===== config.mk =====
export PLATFORM = sky130hd
export DESIGN_NAME = nodeid_rec
export DESIGN_NICKNAME = d
export VERILOG_FILES = /design/src/rtl/nodeid_pkg.sv /design/src/rtl/nodeid_crc16.sv /design/src/rtl/nodeid_gen.sv /design/src/rtl/nodeid_chk.sv /design/src/rtl/nodeid_rec.sv
export SDC_FILE = /design/constraint.sdc
export NUM_CORES = 1
export LEC_CHECK = 0
export ABC_AREA = 1
export BUFFER_PORTS_ARGS = -buffer_cell sky130_fd_sc_hd__buf_2
export CAP_MARGIN = 30
export CORE_UTILIZATION = 55
export DETAILED_ROUTE_END_ITERATION = 16
export GPL_TIMING_DRIVEN = 0
export HOLD_SLACK_MARGIN = 0.12
export PLACE_DENSITY_LB_ADDON = 0.1
export RECOVER_POWER = 50
export SYNTH_ARGS = -nofsm -noshare
export SYNTH_HDL_FRONTEND = slang
export SYNTH_SLANG_ARGS = --single-unit

===== constraint.sdc =====
create_clock -name clk -period 2.8 [get_ports clk]
set_input_delay 0.14 -clock clk [delete_from_list [all_inputs] [get_ports clk]]
set_output_delay 0.14 -clock clk [all_outputs]
set_load 0.02 [all_outputs]

===== src/rtl/nodeid_pkg.sv =====
package nodeid_pkg;
  localparam int BYTE_W     = 8;
  localparam int EUI_W      = 64;
  localparam int EXT_W      = 40;
  localparam int COMP_W     = EUI_W - EXT_W;
  localparam int PROJ_W     = 32;
  localparam int CRC_W      = 16;
  localparam int LEN_BYTES  = 1;
  localparam int PROJ_BYTES = PROJ_W / BYTE_W;
  localparam int EXT_BYTES  = EXT_W / BYTE_W;
  localparam int HEAD_BYTES = LEN_BYTES + PROJ_BYTES;
  localparam int BODY_BYTES = HEAD_BYTES + EUI_W / BYTE_W;
  localparam int REC_BYTES  = BODY_BYTES + CRC_W / BYTE_W;
  localparam int IDX_W      = $clog2(REC_BYTES);
  localparam int BODY_W     = BODY_BYTES * BYTE_W;

  localparam logic [BYTE_W-1:0] LEN_DEF  = 8'h0C;
  localparam logic [PROJ_W-1:0] PROJ_DEF = 32'h0000_1128;
  localparam logic [COMP_W-1:0] COMP_DEF = 24'h00_6035;
  localparam logic [CRC_W-1:0]  POLY_DEF = 16'hA001;

  // Record body as a little-endian byte vector: byte k sits at bits 8k+7:8k.
  function automatic logic [BODY_W-1:0] make_body(
    input logic [EXT_W-1:0]  ext,
    input logic [BYTE_W-1:0] len,
    input logic [PROJ_W-1:0] proj,
    input logic [COMP_W-1:0] comp
  );
    return {comp, ext, proj, len};
  endfunction

  // Byte positions that must equal a constant in every record.
  function automatic logic is_fixed_pos(input int pos);
    return (pos < HEAD_BYTES) || ((pos >= HEAD_BYTES + EXT_BYTES) && (pos < BODY_BYTES));
  endfunction
endpackage


===== src/rtl/nodeid_crc16.sv =====
module nodeid_crc16
  import nodeid_pkg::*;
#(
  parameter logic [CRC_W-1:0] POLY = POLY_DEF
) (
  input  logic [CRC_W-1:0]  crc_in,
  input  logic [BYTE_W-1:0] din,
  output logic [CRC_W-1:0]  crc_out
);
  logic [BYTE_W:0][CRC_W-1:0] stage;

  assign stage[0] = crc_in;

  for (genvar b = 0; b < BYTE_W; b++) begin : g_bit
    logic fb;
    assign fb = stage[b][0] ^ din[b];
    assign stage[b+1] = fb ? ((stage[b] >> 1) ^ POLY) : (stage[b] >> 1);
  end

  assign crc_out = stage[BYTE_W];
endmodule


===== src/rtl/nodeid_gen.sv =====
module nodeid_gen
  import nodeid_pkg::*;
#(
  parameter logic [BYTE_W-1:0] LEN_CODE  = LEN_DEF,
  parameter logic [PROJ_W-1:0] PROJ_CODE = PROJ_DEF,
  parameter logic [COMP_W-1:0] COMP_CODE = COMP_DEF,
  parameter logic [CRC_W-1:0]  POLY      = POLY_DEF
) (
  input  logic              clk,
  input  logic              rst,
  input  logic              start,
  input  logic              en,
  input  logic [EXT_W-1:0]  ext,
  output logic              out_vld,
  output logic [IDX_W-1:0]  out_addr,
  output logic [BYTE_W-1:0] out_data,
  output logic              out_done
);
  localparam int SLOTS = 2 ** IDX_W;
  localparam logic [IDX_W-1:0] LAST_IDX = IDX_W'(REC_BYTES - 1);
  localparam logic [IDX_W-1:0] BODY_END = IDX_W'(BODY_BYTES);
  localparam logic [IDX_W-1:0] CRC_LO   = IDX_W'(BODY_BYTES);

  logic              busy;
  logic [IDX_W-1:0]  idx;
  logic [EXT_W-1:0]  ext_q;
  logic [CRC_W-1:0]  crc_q, crc_nx;
  logic [BODY_W-1:0] body;
  logic [BYTE_W-1:0] body_b [SLOTS];
  logic [BYTE_W-1:0] cur_byte;

  assign body = make_body(ext_q, LEN_CODE, PROJ_CODE, COMP_CODE);

  for (genvar g = 0; g < SLOTS; g++) begin : g_slot
    if (g < BODY_BYTES) begin : g_body
      assign body_b[g] = body[g*BYTE_W +: BYTE_W];
    end else begin : g_pad
      assign body_b[g] = '0;
    end
  end

  always_comb begin
    if (idx < BODY_END)       cur_byte = body_b[idx];
    else if (idx == CRC_LO)   cur_byte = ~crc_q[BYTE_W-1:0];
    else                      cur_byte = ~crc_q[CRC_W-1:BYTE_W];
  end

  nodeid_crc16 #(.POLY(POLY)) u_crc (
    .crc_in (crc_q),
    .din    (cur_byte),
    .crc_out(crc_nx)
  );

  always_ff @(posedge clk) begin
    if (rst) begin
      busy     <= 1'b0;
      idx      <= '0;
      ext_q    <= '0;
      crc_q    <= '0;
      out_vld  <= 1'b0;
      out_addr <= '0;
      out_data <= '0;
      out_done <= 1'b0;
    end else begin
      out_vld  <= 1'b0;
      out_done <= 1'b0;
      if (start) begin
        ext_q <= ext;
        idx   <= '0;
        crc_q <= '0;
        busy  <= 1'b1;
      end else if (busy && en) begin
        out_vld  <= 1'b1;
        out_addr <= idx;
        out_data <= cur_byte;
        out_done <= (idx == LAST_IDX);
        if (idx < BODY_END) crc_q <= crc_nx;
        if (idx == LAST_IDX) busy <= 1'b0;
        else                 idx  <= idx + 1'b1;
      end
    end
  end
endmodule


===== src/rtl/nodeid_chk.sv =====
module nodeid_chk
  import nodeid_pkg::*;
#(
  parameter logic [BYTE_W-1:0] LEN_CODE  = LEN_DEF,
  parameter logic [PROJ_W-1:0] PROJ_CODE = PROJ_DEF,
  parameter logic [COMP_W-1:0] COMP_CODE = COMP_DEF,
  parameter logic [CRC_W-1:0]  POLY      = POLY_DEF
) (
  input  logic              clk,
  input  logic              rst,
  input  logic              in_vld,
  input  logic [BYTE_W-1:0] in_data,
  output logic              res_done,
  output logic              res_pass
);
  localparam int SLOTS = 2 ** IDX_W;
  localparam logic [IDX_W-1:0]  LAST_IDX = IDX_W'(REC_BYTES - 1);
  localparam logic [IDX_W-1:0]  BODY_END = IDX_W'(BODY_BYTES);
  localparam logic [IDX_W-1:0]  CRC_LO   = IDX_W'(BODY_BYTES);
  localparam logic [BODY_W-1:0] REF_BODY = make_body('0, LEN_CODE, PROJ_CODE, COMP_CODE);

  logic [IDX_W-1:0]  idx;
  logic [CRC_W-1:0]  crc_q, crc_nx;
  logic              bad;
  logic              byte_ok;
  logic [BYTE_W-1:0] ref_b   [SLOTS];
  logic              fixed_m [SLOTS];

  for (genvar g = 0; g < SLOTS; g++) begin : g_ref
    if (g < BODY_BYTES && is_fixed_pos(g)) begin : g_fix
      assign ref_b[g]   = REF_BODY[g*BYTE_W +: BYTE_W];
      assign fixed_m[g] = 1'b1;
    end else begin : g_free
      assign ref_b[g]   = '0;
      assign fixed_m[g] = 1'b0;
    end
  end

  always_comb begin
    if (idx < BODY_END)     byte_ok = !fixed_m[idx] || (in_data == ref_b[idx]);
    else if (idx == CRC_LO) byte_ok = (in_data == ~crc_q[BYTE_W-1:0]);
    else                    byte_ok = (in_data == ~crc_q[CRC_W-1:BYTE_W]);
  end

  nodeid_crc16 #(.POLY(POLY)) u_crc (
    .crc_in (crc_q),
    .din    (in_data),
    .crc_out(crc_nx)
  );

  always_ff @(posedge clk) begin
    if (rst) begin
      idx      <= '0;
      crc_q    <= '0;
      bad      <= 1'b0;
      res_done <= 1'b0;
      res_pass <= 1'b0;
    end else begin
      res_done <= 1'b0;
      if (in_vld) begin
        if (idx == LAST_IDX) begin
          res_done <= 1'b1;
          res_pass <= !bad && byte_ok;
          idx      <= '0;
          crc_q    <= '0;
          bad      <= 1'b0;
        end else begin
          idx <= idx + 1'b1;
          bad <= bad || !byte_ok;
          if (idx < BODY_END) crc_q <= crc_nx;
        end
      end
    end
  end
endmodule


===== src/rtl/nodeid_rec.sv =====
module nodeid_rec
  import nodeid_pkg::*;
#(
  parameter logic [BYTE_W-1:0] LEN_CODE  = LEN_DEF,
  parameter logic [PROJ_W-1:0] PROJ_CODE = PROJ_DEF,
  parameter logic [COMP_W-1:0] COMP_CODE = COMP_DEF,
  parameter logic [CRC_W-1:0]  POLY      = POLY_DEF
) (
  input  logic              clk,
  input  logic              rst,
  input  logic              gen_start,
  input  logic              gen_en,
  input  logic [EXT_W-1:0]  gen_ext,
  output logic              gen_vld,
  output logic [IDX_W-1:0]  gen_addr,
  output logic [BYTE_W-1:0] gen_data,
  output logic              gen_done,
  input  logic              chk_vld,
  input  logic [BYTE_W-1:0] chk_data,
  output logic              chk_done,
  output logic              chk_pass
);
  nodeid_gen #(
    .LEN_CODE(LEN_CODE), .PROJ_CODE(PROJ_CODE), .COMP_CODE(COMP_CODE), .POLY(POLY)
  ) u_gen (
    .clk     (clk),
    .rst     (rst),
    .start   (gen_start),
    .en      (gen_en),
    .ext     (gen_ext),
    .out_vld (gen_vld),
    .out_addr(gen_addr),
    .out_data(gen_data),
    .out_done(gen_done)
  );

  nodeid_chk #(
    .LEN_CODE(LEN_CODE), .PROJ_CODE(PROJ_CODE), .COMP_CODE(COMP_CODE), .POLY(POLY)
  ) u_chk (
    .clk     (clk),
    .rst     (rst),
    .in_vld  (chk_vld),
    .in_data (chk_data),
    .res_done(chk_done),
    .res_pass(chk_pass)
  );
endmodule


==> impl_metrics.toml <==
[global_route]
met1_usage_pct = 38.21
use_met3_pct = 4.919
grt_max_degree = 20
grtUsageTotal_pct = 30.18
grt-busiest-layer = "met2"
antenna_found_initial = 0
overflow = 0
met2_usage_pct = 51.12
grt_pass1_vias = 5185
grt_pass1_wl_um = 23550

[logic_synthesis]
synth_area_per_cell_um2 = 6.764
yosysUniqueCellTypes = 40
synth_top_area_share_pct = 37.72
async_flop_share_pct = 0
synthTopCellsByArea = "dfxtp_1 38%, nand2_1 12%, nor2_1 9.2%"
yosys.area.top_type = "dfxtp_1"
synth_warnings = 0
synth.cells.most_frequent = "171 x nand2_1, 127 x nor2_1, 98 x dfxtp_1"
synth_edf_count = 0
netlist_area_mm2 = 0.005201
yosysSeqAreaShare_pct = 37.72
yosysMostFrequentCell = "nand2_1"
ys_ff_latch = 98
synthCells = 769
synth_fp_nets = 828
ys.flop_type = "dfxtp_1"

[place]
post-place-ws_ps = -61.30
place_inst = 945
io_buffers = 65
dpl.hpwl_um = 10510
routabilityCongestion = 0.9397

[route]
drt-pass1-iter-count = 5
drc = 0
via_count = 5520
drt_iter0_drc = 346
wl_per_cell_um = 14.44
wirelength_um = 14480
ant_nets = 0
via_per_inst = 5.503

[timing]
max_freq_mhz = 381.6
relSlewSlack_pct = 60.19
skew_ps = 15.95
setup_ws_ps = 179.3
post-route-period-util_pct = 93.60
fin_hold_ws_ps = 165.5
rsz0062_at_grt = "yes"
slew_viol_final = 0
max_slew.worst_pin.slew_ps = 593.1
fin_crit_ps = 2621
final_hold_viol_count = 0
setup_viol = 0
final.setup.tns_ps = 0

[critical_path]
crit_slowest_cell = "dfxtp_2"
max_stage_delay_ps = 350
crit_top_cell = "nand2_1"
worst-path-buf-inv = 6
crit_family = "simple AND/OR/NAND/NOR gates"
setup.worst_path.end_class = "register"
cp.arrival_ps = 2930
critPathMaxFanout = 12
cp_cell_sequence = "buf_6, inv_2, buf_6, buf_6, ha_2, nor2_8, o211ai_1, nand3_2, xor2_4, nand3_1, nand2_1, inv_1, nand2_1, nand2_1, nand2_2, nand3_2, nand2_1, inv_1, nor2_1"
start_kind = "register"
crit_type = "register to register"
critPathRequiredTime_ps = 3110

[outcome]
status = "finished, final reports clean"

[die]
chipWidth_um = 99.25
die_h_um = 99.25
io_pins = 69
core_mm2 = 0.009196
initial_core_util_pct = 56.56
placementRows = 35
dieArea_mm2 = 0.009850

[clocking]
cts_tree = "yes"
cts_max_path_buffers = 2
cts_buffers = 9
cts_root_buffer = "clkbuf_8"
clock_latency_ps = 370
clock_sinks = 98
htree_levels = 3
path_clk_slew_ps = 100

[final_layout]
drive_gt1_share_pct = 12.00
multi_input_area_mm2 = 0.002850
area_delta_synth_final_pct = 20.90
layout.nets = 946
utilization_pct = 68.38
n_antenna_cell = 0
layout.cells.non_filler = 1003
regArea_mm2 = 0.001964
fillCellCount = 810

[pwr]
p_leak_nw = 2.933
power.density_mw_per_mm2 = 485.8
irDropWorstVdd_mv = 0.2385

[worst_hold_path]
hp-class = "input pin to register"

[run]
cap_violations = 0
-- flip-flops by register name (all words and copies together) (netlist names) --
register,count
u_gen.busy,1
u_gen.crc_q,16
u_chk.bad,1
u_chk.res_pass,1
u_gen.out_data,8
u_gen.ext_q,40
u_gen.out_done,1
u_chk.idx,4
u_chk.res_done,1
u_gen.idx,4
u_gen.out_addr,4
u_chk.crc_q,16
u_gen.out_vld,1
-- layer usage --
layer  vias up  wire length, um
li1       2729                -
met1      2535             6292
met2       223             6800
met3        33             1065
met4         0              324
met5         -                0
-- placed cells by master (no fill, tap or decap), types with 16 or more instances in the layout --
master / count
a21oi_1: 42
clkbuf_1: 41
nand3_1: 60
xor2_1: 16
nand2_1: 170
inv_1: 57
o21ai_0: 76
dfxtp_1: 96
nor2_1: 127
buf_2: 51
dlygate4sd3_1: 41
-- per-stage QoR --
| stage | power [mW] | instance area, um^2 |
|---|---|---|
| after floorplan | 1.971 | 5201 |
| after global placement | 2.111 | 5665 |
| after detailed placement | 2.130 | 5665 |
| after CTS | 3.061 | 6271 |
| after global routing | 3.218 | 6289 |
| final | 3.055 | 6289 |
-- final cells by class --
type / count / area share [%]
buffer: 36 / 2.925
clock buffer: 9 / 1.970
clock inverter: 7 / 1.114
inverter: 64 / 3.840
multi-input combinational: 572 / 45.32
sequential: 98 / 31.24
tap: 111 / 2.209
timing repair buffer: 106 / 11.38
-- repair_timing --
action | 4_1_cts | 5_1_grt
buffers inserted | 0 | 0
setup endpoints to repair | 3 | 6
hold buffers | 41 | 0
endpoints found under the hold margin | 41 | 0
cloned | 0 | 1
pin swaps | 0 | 1
gates resized for setup | 1 | 7
-- path summary, 6_finish.rpt --
check,slack [ps],cells after the start,start,to
worst max-delay path,180,19,u_gen.idx[0]$_SDFFE_PP0P_,u_gen.crc_q[0]$_SDFFE_PP0P_
worst max register to register,180,19,u_gen.idx[0]$_SDFFE_PP0P_,u_gen.crc_q[0]$_SDFFE_PP0P_
worst min register to register,470,2,u_chk.crc_q[9]$_SDFFE_PP0P_,u_chk.crc_q[1]$_SDFFE_PP0P_
worst min-delay path,170,3,gen_en,u_gen.out_vld$_SDFF_PP0_
-- kinds of logic (layout without fill, tap and decap cells) --
group	Yosys count	in the layout	synth area share [%]
mux	5	5	0.9623
compound gates	137	137	14.19
buf+inv	100	222	8.155
fa+ha+maj	6	6	1.443
simple gates	394	395	32.21
xor+xnor	29	29	5.316
flops	98	98	37.72
-- tightest hold or removal path, delay by kind of cell --
family                 cells  cell delay, ps
AND/OR/NAND/NOR            2             290
buffers and inverters      1              70
-- power breakdown --
| group | switching (mW) | internal, mW | total [mW] |
|---|---|---|---|
| Combinational | 0.360 | 0.250 | 0.610 |
| Clock | 0.552 | 0.346 | 0.898 |
| Sequential | 0.0629 | 1.48 | 1.55 |
| Total | 0.975 | 2.08 | 3.05 |
No activity file was read; power rests on OpenSTA's default activity.
